$ cat config.mk
export PLATFORM = sky130hd
export DESIGN_NAME = csplit_tracker
export DESIGN_NICKNAME = d
export VERILOG_FILES = /design/src/rtl/csplit_pkg.sv /design/src/rtl/uf_marker.sv /design/src/rtl/progress_check.sv /design/src/rtl/byte_accum.sv /design/src/rtl/csplit_tracker.sv
export SDC_FILE = /design/constraint.sdc
export NUM_CORES = 1
export LEC_CHECK = 0
export ABC_AREA = 1
export BUFFER_PORTS_ARGS = -buffer_cell sky130_fd_sc_hd__buf_2
export CORE_ASPECT_RATIO = 2
export CORE_MARGIN = 10
export CORE_UTILIZATION = 53
export DETAILED_ROUTE_END_ITERATION = 16
export PLACE_DENSITY = 0.92
export SYNTH_ARGS = -nofsm -noshare
export SYNTH_HDL_FRONTEND = slang
export SYNTH_SLANG_ARGS = --single-unit
$ cat constraint.sdc
create_clock -name clk -period 2.6 [get_ports clk]
set_input_delay 0.39 -clock clk [delete_from_list [all_inputs] [get_ports clk]]
set_output_delay 0.39 -clock clk [all_outputs]
set_load 0.1 [all_outputs]
$ cat src/rtl/csplit_pkg.sv
package csplit_pkg;
  localparam int UF_N = 8;
  typedef logic [UF_N-1:0] uf_vec_t;

  // one-hot marker for a microframe number
  function automatic uf_vec_t uf_onehot(input logic [2:0] sel);
    return uf_vec_t'(1) << sel;
  endfunction

  // microframes strictly before the marked one (marker must be nonzero)
  function automatic uf_vec_t below_mask(input uf_vec_t cur);
    return cur - uf_vec_t'(1);
  endfunction

  // microframes strictly after the marked one
  function automatic uf_vec_t above_mask(input uf_vec_t cur);
    return ~(cur | (cur - uf_vec_t'(1)));
  endfunction
endpackage

$ cat src/rtl/uf_marker.sv
module uf_marker
  import csplit_pkg::*;
#(
  parameter int IDX_W = 14,
  localparam int FR_W = IDX_W - 3
) (
  input  logic             clk,
  input  logic             rst_n,
  input  logic             uframe_start,
  input  logic [IDX_W-1:0] frame_idx,
  output uf_vec_t          cur_bit,
  output logic [FR_W-1:0]  cur_frame
);
  always_ff @(posedge clk) begin
    if (!rst_n) begin
      cur_bit   <= '0;
      cur_frame <= '0;
    end else if (uframe_start) begin
      cur_bit   <= uf_onehot(frame_idx[2:0]);
      cur_frame <= frame_idx[IDX_W-1:3];
    end
  end

  assert_onehot_R1: assert property (@(posedge clk) disable iff (!rst_n)
    $onehot0(cur_bit));
  assert_hold_R1: assert property (@(posedge clk) disable iff (!rst_n)
    !uframe_start |=> $stable(cur_bit) && $stable(cur_frame));
endmodule

$ cat src/rtl/progress_check.sv
module progress_check
  import csplit_pkg::*;
(
  input  logic    clk,
  input  logic    rst_n,
  input  logic    clear,
  input  logic    take,
  input  logic    err,
  input  logic    is_in,
  input  uf_vec_t cmask,
  input  uf_vec_t cur_bit,
  output uf_vec_t prog_mask,
  output logic    halt,
  output logic    xfer_err,
  output logic    data_loss,
  output logic    clean_evt
);
  uf_vec_t missing;
  logic    skip_evt;
  logic    loss_evt;

  assign missing   = cmask & below_mask(cur_bit) & ~prog_mask;
  assign skip_evt  = take && (missing != '0);
  assign loss_evt  = take && (skip_evt || err);
  assign clean_evt = take && !loss_evt;

  always_ff @(posedge clk) begin
    if (!rst_n) begin
      prog_mask <= '0;
      halt      <= 1'b0;
      xfer_err  <= 1'b0;
      data_loss <= 1'b0;
    end else if (clear) begin
      prog_mask <= '0;
      halt      <= 1'b0;
      xfer_err  <= 1'b0;
      data_loss <= 1'b0;
    end else begin
      data_loss <= loss_evt;
      if (take) prog_mask <= prog_mask | cur_bit;
      if (loss_evt && is_in)  halt     <= 1'b1;
      if (loss_evt && !is_in) xfer_err <= 1'b1;
    end
  end

  assert_set_R2: assert property (@(posedge clk) disable iff (!rst_n)
    (take && !clear) |=> ((prog_mask & $past(cur_bit)) == $past(cur_bit)));
  assert_in_halt_R4: assert property (@(posedge clk) disable iff (!rst_n)
    (loss_evt && is_in && !clear) |=> halt);
  assert_out_nohalt_R5: assert property (@(posedge clk) disable iff (!rst_n)
    (loss_evt && !is_in && !halt && !clear) |=> (!halt && xfer_err));
  assert_err_loss_R6: assert property (@(posedge clk) disable iff (!rst_n)
    (take && err && !clear) |=> data_loss);
  assert_clear_R8: assert property (@(posedge clk) disable iff (!rst_n)
    clear |=> (prog_mask == '0 && !halt && !xfer_err));
endmodule

$ cat src/rtl/byte_accum.sv
module byte_accum #(
  parameter int BYTE_W = 11
) (
  input  logic              clk,
  input  logic              rst_n,
  input  logic              load,
  input  logic [BYTE_W-1:0] load_val,
  input  logic              add_en,
  input  logic [BYTE_W-1:0] add_val,
  output logic [BYTE_W-1:0] total
);
  always_ff @(posedge clk) begin
    if (!rst_n)      total <= '0;
    else if (load)   total <= load_val;
    else if (add_en) total <= total + add_val;
  end

  assert_idle_R7: assert property (@(posedge clk) disable iff (!rst_n)
    (!load && !add_en) |=> $stable(total));
endmodule

$ cat src/rtl/csplit_tracker.sv
module csplit_tracker
  import csplit_pkg::*;
#(
  parameter int IDX_W  = 14,
  parameter int BYTE_W = 11,
  localparam int FR_W  = IDX_W - 3
) (
  input  logic              clk,
  input  logic              rst_n,
  input  logic              uframe_start,
  input  logic [IDX_W-1:0]  frame_idx,
  input  logic [7:0]        cmask,
  input  logic              ssplit_go,
  input  logic              is_in,
  input  logic [BYTE_W-1:0] out_bytes,
  input  logic              csplit_go,
  input  logic              csplit_err,
  input  logic [BYTE_W-1:0] rx_bytes,
  output logic [7:0]        cur_uf_bit,
  output logic [7:0]        prog_mask,
  output logic [BYTE_W-1:0] byte_cnt,
  output logic [FR_W-1:0]   frame_tag,
  output logic              halt,
  output logic              xfer_err,
  output logic              data_loss
);
  logic [FR_W-1:0]   cur_frame;
  logic              take;
  logic              clean_evt;
  logic              later_due;
  logic [BYTE_W-1:0] start_val;

  assign take      = csplit_go && !halt && !ssplit_go;
  assign later_due = (cmask & above_mask(cur_uf_bit)) != '0;
  assign start_val = is_in ? '0 : out_bytes;

  uf_marker #(.IDX_W(IDX_W)) marker_i (
    .clk(clk), .rst_n(rst_n), .uframe_start(uframe_start),
    .frame_idx(frame_idx), .cur_bit(cur_uf_bit), .cur_frame(cur_frame)
  );

  progress_check check_i (
    .clk(clk), .rst_n(rst_n), .clear(ssplit_go), .take(take),
    .err(csplit_err), .is_in(is_in), .cmask(cmask), .cur_bit(cur_uf_bit),
    .prog_mask(prog_mask), .halt(halt), .xfer_err(xfer_err),
    .data_loss(data_loss), .clean_evt(clean_evt)
  );

  byte_accum #(.BYTE_W(BYTE_W)) accum_i (
    .clk(clk), .rst_n(rst_n), .load(ssplit_go), .load_val(start_val),
    .add_en(clean_evt && is_in), .add_val(rx_bytes), .total(byte_cnt)
  );

  always_ff @(posedge clk) begin
    if (!rst_n)
      frame_tag <= '0;
    else if (take)
      frame_tag <= later_due ? cur_frame : cur_frame + {{(FR_W-1){1'b0}}, 1'b1};
  end

  assert_freeze_R10: assert property (@(posedge clk) disable iff (!rst_n)
    (halt && !ssplit_go) |=> ($stable(prog_mask) && $stable(byte_cnt) && $stable(frame_tag)));
  assert_pulse_R11: assert property (@(posedge clk) disable iff (!rst_n)
    (data_loss && !halt) |-> (halt || xfer_err));
endmodule

After elaboration in Yosys (flattened, before gate mapping):

Cells that the tools add are included.

* register bits: 52
* logic and storage cells: 41

* $add $sub $neg: 3
* shift-type cells: 1
* multiplexer cells: 4
* bitwise logic cells: 8
* reductions and logical operators: 17

Operators by type and width (number)
* two-way mux 11 bit: 4
* AND 8 bit: 3
* NOT 8 bit: 2
* OR 8 bit: 2
* nonzero test 8 bit: 2
* adder 11 x 1 -> 11 bit (second input constant): 1
* adder 11 bit: 1
* logical AND 1 bit: 8
* << shifter 1 x 3 -> 8 bit (first input constant): 1
* subtractor 8 x 1 -> 8 bit (second input constant): 1
* zero test 1 bit: 4
* nonzero test 2 bit: 1
* OR reduction 2 bit: 1
* logical OR 1 bit: 1
* NOT 1 bit: 1

Logic depth before layout (Yosys ltp):

Gate-level depths: netlist (run 1).

* word-level depth: 12
* mapped depth: 16
* gate-level depth less buffers: 15

By module:

From an unflattened synthesis (run 1), not the netlist that was laid out.

* cells, all modules: 540
* area total of the unflattened synthesis: 3484.6 um2

By module, submodules not included
* csplit_tracker: times used 1, cells an instance 188, area each 1108.6 um2, sequential area each 220.2 um2
* byte_accum: times used 1, cells an instance 157, area each 1031.0 um2, sequential area each 220.2 um2
* uf_marker: times used 1, cells an instance 92, area each 695.7 um2, sequential area each 380.4 um2
* progress_check: times used 1, cells an instance 103, area each 649.4 um2, sequential area each 220.2 um2

Least setup slack after synthesis (run 1):

Ideal clock, no wire load.

* path kind: flip-flop to flip-flop
* from: register marker_i.cur_bit[0]
* to: register accum_i.total[9]
* setup time: 0.110 ns
* arrival: 2.482 ns
* data required time: 2.490 ns
* path slack: 0.008 ns
* cell stages (with the launch flop): 16
* cell sequence: dfxtp_1 > inv_1 > ha_1 > nand4_1 > ha_1 > nand3_1 > nand2_1 > nor2_1 > nand2_1 > nand2_2 > nand3_2 > nand2_1 > inv_2 > buf_6 > nor2_2 > nor2_1

* cells in the longest elaborated chain, start to end: 11

RTL lines
* from (decl): line uf_marker.sv:11 `output uf_vec_t cur_bit,`
* from (signal assigned): line uf_marker.sv:19 `cur_bit <= uf_onehot(frame_idx[2:0]);`
* subtractor 8 x 1 -> 8 bit: line csplit_pkg.sv:12 `return cur - uf_vec_t'(1);`
* AND 8 bit (2 in a row): line progress_check.sv:22 `assign missing = cmask & below_mask(cur_bit) & ~prog_mask;`
* nonzero test 8 bit: line progress_check.sv:23 `assign skip_evt = take && (missing != '0);`
* logical AND 1 bit: line progress_check.sv:23
* logical OR 1 bit: line progress_check.sv:24 `assign loss_evt = take && (skip_evt || err);`
* logical AND 1 bit: line progress_check.sv:24
* zero test 1 bit: line progress_check.sv:25 `assign clean_evt = take && !loss_evt;`
* logical AND 1 bit: line progress_check.sv:25
* logical AND 1 bit: line csplit_tracker.sv:51 `.add_en(clean_evt && is_in), .add_val(rx_bytes), .total(byte_cnt)`
* nonzero test 2 bit (no source line)
* to (signal assigned): line byte_accum.sv:14 `else if (load) total <= load_val;`
* to (signal assigned): line byte_accum.sv:15 `else if (add_en) total <= total + add_val;`
* to (decl): line byte_accum.sv:10 `output logic [BYTE_W-1:0] total`

No other way between the ends.
A chain may end at the register's enable or synchronous reset.

Worst setup path after layout (run 1):

* from: register marker_i.cur_bit[0]
* to: register accum_i.total[0]

The elaborated chain is that of the path after synthesis.

==> metrics.csv, run 1 <==
stage,metric,value,unit
synthesis,Mean Syn Cell Area,6.439,µm²
layout,Area Growth Syn to Fin,19.51,%
layout,share of cells above drive strength 1,0.2024,
synthesis,synthesized flop and latch total,52,
drt,DRC Markers,0,
layout,final instance area,3886,µm²
floorplanning,Initial Utilization,0.5415,
placement,Routability Congestion,0.8786,
global_routing,first-pass GRT wire length,15210,µm
clock_tree,H-Tree Depth,2,
sta,Max-slew headroom,0.6628,
layout,Antenna diodes,0,
clock_tree,CTS clock-pin slew for the worst setup and hold paths,0.07,ns
floorplanning,num rows,40,
synthesis,post-synthesis async set-or-reset flop share,0,
layout,most frequent cells in the layout,"nand2_1 (143), buf_2 (91), inv_1 (69)",
clock_tree,Clock Latency Late Sink,0.29,ns
clock_tree,Sink Count,52,
placement,Post-DP HPWL,7453,µm
critical_path,"Data required, critical path",2.79,ns
drt,total iterations of the first detailed-routing run,4,
synthesis,"EDFF count, synth",0,
synthesis,post-synthesis cell area,3252,µm²
floorplanning,Die Y-Extent,130.8,µm
clock_tree,Post-CTS Setup Repair Bufs,0,
drt,final wirelength,9116,µm
critical_path,Crit. End Element,flip-flop,
sta,f_max,0.4632,GHz
synthesis,Post-Syn Instances,505,
drt,final antenna-violating net count,0,
sta,Final Max Tran Viols,0,
synthesis,Synth Flop Type,dfxtp_1,
worst_hold_path,Hold Path Class,in -> reg,
global_routing,initial antenna violation count,0,
critical_path,R2R cell count,14,
floorplanning,DIE WIDTH,75.39,µm
placement,PortBufs,91,
layout,nets,663,
clock_tree,Num CTS Buffers,5,
global_routing,number of global-route vias before repair,3548,
floorplanning,IO Pins,92,
critical_path,critical path class,reg -> reg,
clock_tree,post-cts sizing count,0,
sta,Fin. Hold Viols,0,
placement,DP Area,3734,µm²
power,Leak,2.043,nW
layout,"non-filler cells, final",656,
synthesis,yosys warns,0,
critical_path,Crit Path Max Fanout,12,
layout,"commonest non-fill, non-tap cell in the layout",nand2_1,
critical_path,RR Startpoint,marker_i.cur_bit[0],
synthesis,sequential-to-total area share from yosys stat,0.3201,
critical_path,CP startpoint,marker_i.cur_bit[0],
power,maximum VDD drop,594.3,µV
global_routing,largest net degree at the start of global routing,31,
floorplanning,Placeable Area,6006,µm²
sta,period utilisation layout,0.8303,
sta,clk_skew,0.004645,ns
synthesis,Synth Net Count,576,
drt,number of DRC markers in iteration 0,148,
synthesis,"Distinct cells, synth",32,
clock_tree,Root Buffer,clkbuf_16,
placement,Placed Instances,648,
critical_path,Worst setup SP type,flip-flop,
sta,final worst path period need,2.159,ns
clock_tree,cts hold-fix bufs,0,
global_routing,global route total overflow,0,
critical_path,arrival time at the worst endpoint,2.35,ns
global_routing,GRT Util Overall,0.1939,
sta,measured slew at the worst slew-check pin,0.5093,ns
power,Pwr Density,581.4,nW/µm²
clock_tree,Longest Clk Path Bufs,2,
sta,endpoints failing setup,0,
worst_hold_path,Worst Hold Path Cells,3,
sta,TNS Setup,0,ns
drt,Via-to-Cell Ratio,5.236,
worst_hold_path,HP Start,frame_idx[13],
floorplanning,die area,9858,µm²
flow_run,MaxCap Viol Count,0,
outcome,status,"finished, final reports clean",
clock_tree,CTS tree,yes,
drt,routed via count,3435,
sta,unrepaired setup endpoints after global routing,false,
drt,post-DR wirelength/cell,13.90,µm
==> logic make-up after synthesis <==
family                   after synthesis  share of synthesized area
XOR/XNOR                               8                    0.02155
flip-flops                            52                     0.3201
AND/OR/NAND/NOR                      271                     0.3598
AO/OA/AOI/OAI                         64                     0.1062
adder cells (fa/ha/maj)               20                    0.07926
buffers and inverters                 90                     0.1131
==> per-stage QoR <==
stage	util	hold WS, ns	setup WS, ns	power [mW]
2_1_floorplan	-	0.4749	0.007942	1.436
3_3_place_gp	0.6217	0.4611	0.5504	1.576
3_5_place_dp	0.6217	0.4641	0.4336	1.594
4_1_cts	0.6471	0.3245	0.4398	2.273
5_1_grt	0.6471	0.3661	0.1855	2.370
6_report	0.6471	0.3267	0.4412	2.260
==> worst max-delay path, cell delays in order, from the launching register on <==
cell and delay (ns):
dfxtp_1 0.42, inv_1 0.09, ha_1 0.24, inv_1 0.06
ha_1 0.22, nand3_1 0.09, nand2_1 0.08, nor2_2 0.11
nand2_1 0.07, nand2_2 0.07, nand3_2 0.20, nand2_1 0.14
inv_2 0.11, nor2_1 0.12, nor2_1 0.05
==> synth_stat cells, types with 2 or more instances <==
master / n / area (µm²)
inv_2: 4 / 15.01
o211ai_1: 5 / 37.54
dfxtp_1: 52 / 1041
nor2_2: 3 / 18.77
buf_4: 2 / 15.01
xnor2_1: 3 / 26.28
nand2_1: 143 / 536.8
nor3_2: 3 / 30.03
inv_1: 69 / 259.0
nor3_1: 6 / 30.03
nand3_2: 3 / 30.03
xor2_1: 5 / 43.79
nand4_1: 4 / 25.02
o21ai_0: 25 / 125.1
nand3_1: 30 / 150.1
nand3b_1: 12 / 90.09
clkbuf_1: 6 / 22.52
buf_6: 2 / 22.52
a21oi_1: 28 / 140.1
ha_1: 19 / 237.7
o21ai_1: 2 / 10.01
nor2_1: 64 / 240.2
buf_2: 6 / 30.03
==> final cells by class <==
class                   instances  area, µm²
inverters                      74      277.8
repair buffers                 96      493.0
clock inverters                 2      13.76
well taps                      63      78.83
clock buffers                   6      138.9
flip-flops and latches         52       1041
multi-input cells             363       1843
fillers                       526       2120
==> final timing paths <==
kind                             to  slack, ns
max                accum_i.total[0]       0.44
min          marker_i.cur_frame[10]       0.33
max reg2reg        accum_i.total[0]       0.44
min reg2reg    check_i.prog_mask[0]       0.48
==> where the power goes <==
part	leakage, nW	switching (mW)	internal, mW	total [mW]
combinational	1.54	0.511	0.190	0.701
sequential	0.427	0.0364	0.841	0.878
clock	0.0772	0.296	0.385	0.681
==> registers in the layout, summed over array words and instances (netlist names) <==
name and flops:
accum_i.total 11, check_i.data_loss 1, check_i.halt 1, check_i.prog_mask 8, check_i.xfer_err 1, frame_tag 11
marker_i.cur_bit 8, marker_i.cur_frame 11
==> metal layers <==
metal / vias to the layer above / routed length (µm) / share of wire / track usage
met5: - / 0 / 0 / 0
met1: 1547 / 3225 / 0.35 / 0.1788
met2: 105 / 5116 / 0.56 / 0.3719
met4: 0 / 278 / 0.030 / 0.1012
li1: 1763 / - / - / -
met3: 20 / 495 / 0.054 / 0.04079
(Power assumes the default switching activity.)
==> inputs of run 2 (changes only) <==
==> constraint.sdc (replaced) <==
create_clock -name clk -period 2 [get_ports clk]
set_input_delay 0.3 -clock clk [delete_from_list [all_inputs] [get_ports clk]]
set_output_delay 0.3 -clock clk [all_outputs]
set_load 0.1 [all_outputs]
==> run 2 against run 1 <==
Compared with the run above: cell count increased by 0.61%; routed wire length increased by 4.8%; clock power increased by 24%; worst hold slack got worse by 0.092 ns; clock-buffer cell count increased by 1; critical path type unchanged; critical endpoint is now accum_i.total[10].
==> metrics.csv, run 2 (same netlist as run 1, synthesis figures left out) <==
stage,metric,value,unit,change
outcome,status,"finished, final reports clean",,unchanged
critical_path,arrival time at the worst endpoint,2.12,ns,was 2.35 ns
clock_tree,CTS tree,yes,,unchanged
placement,Placed Instances,650,,was 648
sta,TNS Setup,0,ns,unchanged
floorplanning,IO Pins,92,,unchanged
floorplanning,DIE WIDTH,75.39,µm,unchanged
clock_tree,Clock Latency Late Sink,0.30,ns,was 0.29 ns
sta,f_max,0.5179,GHz,was 0.4632 GHz
critical_path,Slowest cell on crit path,dfxtp_4,,was dfxtp_1
layout,"commonest non-fill, non-tap cell in the layout",nand2_1,,unchanged
global_routing,GRT Util Overall,0.2009,,was 0.1939
clock_tree,CTS clock-pin slew for the worst setup and hold paths,0.06,ns,was 0.07 ns
placement,Routability Congestion,0.9769,,was 0.8786
drt,final antenna-violating net count,0,,unchanged
global_routing,met2 GRT Util,0.3820,,was 0.3719
global_routing,first-pass GRT wire length,15610,µm,was 15210 µm
sta,period utilisation layout,0.9654,,was 0.8303
global_routing,largest net degree at the start of global routing,22,,was 31
sta,endpoints failing setup,0,,unchanged
critical_path,Crit Path Max Fanout,11,,was 12
sta,final worst path period need,1.931,ns,was 2.159 ns
global_routing,met1 Use GR,0.1822,,was 0.1788
layout,"non-filler cells, final",660,,was 656
clock_tree,Num CTS Buffers,5,,unchanged
clock_tree,Sink Count,52,,unchanged
layout,share of cells above drive strength 1,0.2479,,was 0.2024
critical_path,critical path class,reg -> reg,,unchanged
drt,DRC Markers,0,,unchanged
layout,Area Growth Syn to Fin,22.70,%,was 19.51%
critical_path,Crit. End Element,flip-flop,,unchanged
sta,Final WS setup,0.06928,ns,was 0.4412 ns
placement,Post-DP HPWL,7672,µm,was 7453 µm
drt,routed via count,3513,,was 3435
power,Leak,2.068,nW,was 2.043 nW
worst_hold_path,Hold Path Class,in -> reg,,unchanged
layout,nets,667,,was 663
power,maximum VDD drop,820.5,µV,was 594.3 µV
power,Pwr Density,731.7,nW/µm²,was 581.4 nW/µm²
drt,total iterations of the first detailed-routing run,4,,unchanged
placement,Place WS,0.02731,ns,was 0.4336 ns
layout,Util after Layout,0.6644,,was 0.6471
sta,Hold WS,0.2349,ns,was 0.3267 ns
flow_run,MaxCap Viol Count,0,,unchanged
clock_tree,Longest Clk Path Bufs,2,,unchanged
sta,clk_skew,0.007977,ns,was 0.004645 ns
global_routing,global route total overflow,0,,unchanged
sta,unrepaired setup endpoints after global routing,true,,was false
critical_path,register-to-register setup slack,0.07,ns,was 0.44 ns
global_routing,number of global-route vias before repair,3554,,was 3548
sta,measured slew at the worst slew-check pin,0.7612,ns,was 0.5093 ns
critical_path,CP Buf/Inv Count,2,,was 3
global_routing,initial antenna violation count,0,,unchanged
sta,Final Max Tran Viols,0,,unchanged
critical_path,"Cell Chain, Critical Path",nor2_4 -> nand2_2 -> inv_2 -> nand4_1 -> ha_1 -> nand3_1 -> nand2_1 -> nor2_1 -> nand2_1 -> nand2_2 -> nand3_4 -> nand2_1 -> inv_4 -> nor2_1 -> nor2_1,,was inv_1 -> ha_1 -> inv_1 -> ha_1 -> nand3_1 -> nand2_1 -> nor2_2 -> nand2_1 -> nand2_2 -> nand3_2 -> nand2_1 -> inv_2 -> nor2_1 -> nor2_1
critical_path,CP peak stage delay,0.37,ns,was 0.42 ns
floorplanning,Die Y-Extent,130.8,µm,unchanged
clock_tree,Root Buffer,clkbuf_16,,unchanged
placement,PortBufs,91,,unchanged
drt,post-DR wirelength/cell,14.47,µm,was 13.90 µm
layout,Largest regs,"accum_i.total x11, frame_tag x11, marker_i.cur_frame x11",,unchanged
sta,Fin. Hold Viols,0,,unchanged
drt,final wirelength,9550,µm,was 9116 µm
critical_path,Worst setup SP type,flip-flop,,unchanged
floorplanning,Placeable Area,6006,µm²,unchanged
floorplanning,die area,9858,µm²,unchanged
drt,Via-to-Cell Ratio,5.323,,was 5.236
critical_path,"Data required, critical path",2.19,ns,was 2.79 ns
layout,Antenna diodes,0,,unchanged
clock_tree,H-Tree Depth,2,,unchanged
global_routing,most used routing layer,met2,,unchanged
layout,most frequent cells in the layout,"nand2_1 (142), buf_2 (91), inv_1 (66)",,"was nand2_1 (143), buf_2 (91), inv_1 (69)"
global_routing,global-route met3 utilization,0.03550,,was 0.04079
sta,Max-slew headroom,0.4907,,was 0.6628
layout,Fillers,525,,was 526
floorplanning,num rows,40,,unchanged
critical_path,Crit path max-delay family,simple AND/OR/NAND/NOR gates,,unchanged
drt,number of DRC markers in iteration 0,177,,was 148
floorplanning,Initial Utilization,0.5415,,unchanged
run 2: cell count changes in the layout (fill, tap and decap cells not counted), sizes merged:
cell    before  now
buf         96  100
clkbuf       6    7
inv         74   73
run 2: timing repair:
item | CTS | global route
resized for setup | 0 | 14
setup buffers | 0 | 2
setup endpoints to repair | 0 | 15
hold buffers | 0 | 0
run 2: worst register-to-register path: cells and delay by family (launching register included):
kind          cells  cell delay (ns)
fa+ha+maj         1             0.31
flops             1             0.37
simple gates     12             1.02
buf+inv           2             0.13
run 2: stage by stage:
| step | power [mW] | instance area [µm²] |
|---|---|---|
| after floorplan | 1.867 | 3292 |
| after global placement | 2.049 | 3789 |
| after detailed placement | 2.076 | 3789 |
| after CTS | 2.915 | 3930 |
| after global routing | 3.066 | 3990 |
| final | 2.919 | 3990 |
run 2: where the power goes:
group | leakage [nW] | internal, mW | switching, mW | total (mW)
clock | 0.0681 | 0.468 | 0.376 | 0.843
combinational | 1.56 | 0.258 | 0.676 | 0.934
sequential | 0.436 | 1.09 | 0.0495 | 1.14
run 2: worst paths after layout:
| check | end | cells past startpoint | start |
|---|---|---|---|
| hold reg to reg | check_i.prog_mask[0] | 2 | check_i.prog_mask[0] |
| setup reg to reg | accum_i.total[10] | 15 | marker_i.cur_bit[2] |
| setup / recovery | accum_i.total[10] | 15 | marker_i.cur_bit[2] |
| hold / removal | marker_i.cur_frame[10] | 3 | frame_idx[13] |
run 2: layout make-up:
cell class,instances,area [µm²],area share
clock inverter,1,8.758,0.002195
sequential,52,1079,0.2703
clock buffer,7,132.6,0.03324
tap,63,78.83,0.01976
timing repair buffer,100,530.5,0.1330
inverter,74,280.3,0.07024
multi-input combinational,363,1881,0.4713
run 2: layer usage:
layer / part of all wire / wire (µm) / up-vias
met5: 0 / 0 / -
met4: 0.050 / 478 / 0
met3: 0.046 / 444 / 32
met2: 0.56 / 5325 / 115
met1: 0.35 / 3302 / 1592
li1: - / - / 1774
==> inputs of run 3 (changes only) <==
--- a/config.mk
+++ b/config.mk
@@ -10,8 +10,9 @@
 export CORE_ASPECT_RATIO = 2
 export CORE_MARGIN = 10
 export CORE_UTILIZATION = 53
+export CTS_BUF_LIST = sky130_fd_sc_hd__clkbuf_16
 export DETAILED_ROUTE_END_ITERATION = 16
-export PLACE_DENSITY = 0.92
+export PLACE_DENSITY = 0.81
 export SYNTH_ARGS = -nofsm -noshare
 export SYNTH_HDL_FRONTEND = slang
 export SYNTH_SLANG_ARGS = --single-unit
==> run 3 against run 2 <==
Compared with the run above: sequential share of layout area fell by 0.30 points; die area is the same; critical path type unchanged; core utilization rose by 0.75 points; final area is 1.1% higher; fmax down 1.5%; clock skew fell by 0.0016 ns; clock power down 0.8%; non-clock buffer count grew 4; total power grew 0.34%.
==> metrics.csv, run 3 (same netlist as run 1, synthesis figures left out) <==
stage,metric,value,unit,change
placement,PortBufs,91,,unchanged
floorplanning,Placeable Area,6006,µm²,unchanged
critical_path,Crit Path Max Fanout,5,,was 11
clock_tree,Sink Count,52,,unchanged
clock_tree,Root Buffer,clkbuf_16,,unchanged
placement,Placed Instances,651,,was 650
power,Leak,2.089,nW,was 2.068 nW
layout,most frequent cells in the layout,"nand2_1 (141), buf_2 (93), inv_1 (67)",,"was nand2_1 (142), buf_2 (91), inv_1 (66)"
sta,Final WS setup,0.04069,ns,was 0.06928 ns
floorplanning,Initial Utilization,0.5415,,unchanged
sta,period utilisation layout,0.9797,,was 0.9654
critical_path,Crit. End Element,flip-flop,,unchanged
layout,"non-filler cells, final",664,,was 660
layout,nets,671,,was 667
worst_hold_path,Hold Path Class,in -> reg,,unchanged
clock_tree,Clock Latency Late Sink,0.30,ns,about the same
global_routing,first-pass GRT wire length,15370,µm,was 15610 µm
sta,Max-slew headroom,0.4687,,was 0.4907
floorplanning,IO Pins,92,,unchanged
sta,measured slew at the worst slew-check pin,0.7940,ns,was 0.7612 ns
layout,Largest regs,"accum_i.total x11, frame_tag x11, marker_i.cur_frame x11",,unchanged
sta,Final Max Tran Viols,0,,unchanged
placement,Place WS,0.02515,ns,was 0.02731 ns
drt,DRT met1 WL,3266,µm,was 3302 µm
layout,Area Growth Syn to Fin,24.09,%,was 22.70%
floorplanning,num rows,40,,unchanged
drt,DRC Markers,0,,unchanged
drt,met2 wirelength from detailed routing,5505,µm,was 5325 µm
drt,metal3 WL,497,µm,was 444 µm
drt,Via-to-Cell Ratio,5.297,,was 5.323
sta,Fin. Hold Viols,0,,unchanged
critical_path,critical path class,reg -> reg,,unchanged
power,"Power, Total",2.929,mW,was 2.919 mW
critical_path,R2R cell count,15,,unchanged
layout,"commonest non-fill, non-tap cell in the layout",nand2_1,,unchanged
critical_path,Worst setup SP type,flip-flop,,unchanged
layout,Fillers,585,,was 525
sta,TNS Setup,0,ns,unchanged
layout,Util after Layout,0.6719,,was 0.6644
placement,Post-DP HPWL,7865,µm,was 7672 µm
power,Pwr Density,726.0,nW/µm²,was 731.7 nW/µm²
clock_tree,H-Tree Depth,2,,unchanged
global_routing,global route total overflow,0,,unchanged
layout,share of cells above drive strength 1,0.2579,,was 0.2479
critical_path,"Data required, critical path",2.24,ns,was 2.19 ns
outcome,status,"finished, final reports clean",,unchanged
critical_path,arrival time at the worst endpoint,2.20,ns,was 2.12 ns
global_routing,largest net degree at the start of global routing,25,,was 22
clock_tree,Longest Clk Path Bufs,2,,unchanged
sta,unrepaired setup endpoints after global routing,true,,unchanged
sta,f_max,0.5104,GHz,was 0.5179 GHz
floorplanning,die area,9858,µm²,unchanged
clock_tree,CTS tree,yes,,unchanged
power,maximum VDD drop,839.3,µV,was 820.5 µV
flow_run,MaxCap Viol Count,0,,unchanged
sta,final worst path period need,1.959,ns,was 1.931 ns
drt,routed via count,3517,,was 3513
clock_tree,Num CTS Buffers,5,,unchanged
drt,final antenna-violating net count,0,,unchanged
clock_tree,cts hold-fix bufs,0,,unchanged
drt,Max Used Layer,met4,,unchanged
drt,final wirelength,9740,µm,was 9550 µm
clock_tree,CTS clock-pin slew for the worst setup and hold paths,0.07,ns,was 0.06 ns
worst_hold_path,Worst Hold Path Cells,3,,unchanged
global_routing,GRT Util Overall,0.2002,,was 0.2009
placement,DP Area,3796,µm²,was 3789 µm²
global_routing,initial antenna violation count,0,,unchanged
layout,final instance area,4035,µm²,was 3990 µm²
layout,Antenna diodes,0,,unchanged
floorplanning,Die Y-Extent,130.8,µm,unchanged
floorplanning,DIE WIDTH,75.39,µm,unchanged
sta,Hold WS,0.2389,ns,was 0.2349 ns
global_routing,number of global-route vias before repair,3513,,was 3554
drt,total iterations of the first detailed-routing run,4,,unchanged
sta,endpoints failing setup,0,,unchanged
drt,post-DR wirelength/cell,14.67,µm,was 14.47 µm
sta,clk_skew,0.006347,ns,was 0.007977 ns
placement,Routability Congestion,0.8754,,was 0.9769
drt,number of DRC markers in iteration 0,156,,was 177
[run 3: final timing paths]
kind	from	endpoint	slack, ns
setup / recovery	marker_i.cur_bit[1]	accum_i.total[1]	0.04
hold / removal	is_in	check_i.halt	0.24
setup reg to reg	marker_i.cur_bit[1]	accum_i.total[1]	0.04
hold reg to reg	check_i.prog_mask[0]	check_i.prog_mask[0]	0.47
[run 3: power breakdown]
group          internal [mW]  switching [mW]  total [mW]  leakage (nW)
registers               1.09          0.0497        1.14         0.436
clock network          0.455           0.381       0.836        0.0687
logic                  0.269           0.682       0.951          1.59
total                   1.82            1.11        2.93          2.09
[run 3: final cells by class]
type / instances / area [µm²] / area share
clock inverter: 3 / 15.01 / 0.003721
sequential: 52 / 1079 / 0.2673
tap: 63 / 78.83 / 0.01953
timing repair buffer: 104 / 555.5 / 0.1377
clock buffer: 5 / 125.1 / 0.03101
multi-input combinational: 363 / 1897 / 0.4701
inverter: 74 / 285.3 / 0.07070
[run 3: critical path: stages (launching register included)]
cell     delay [ns]
dfxtp_4        0.36
nor2_1         0.11
nand2_1        0.11
inv_2          0.07
nand4_1        0.08
ha_1           0.28
nand3_1        0.08
nand2_1        0.05
nor2_1         0.08
nand2_1        0.07
nand2_2        0.09
nand3_4        0.09
buf_2          0.17
nand3_1        0.08
nand2_1        0.06
nor2_1         0.11
[run 3: routing by layer]
layer | global-route usage | vias up
met1 | 0.1737 | 1594
met3 | 0.04154 | 27
met2 | 0.3890 | 112
met5 | 0 | -
li1 | - | 1784
met4 | 0.1210 | 0
[run 3: timing repair]
item                                    4_1_cts  5_1_grt
endpoints found under the setup margin        0       18
resized for setup                             0       17
hold endpoints to repair                      0        0
buffers inserted                              0        3
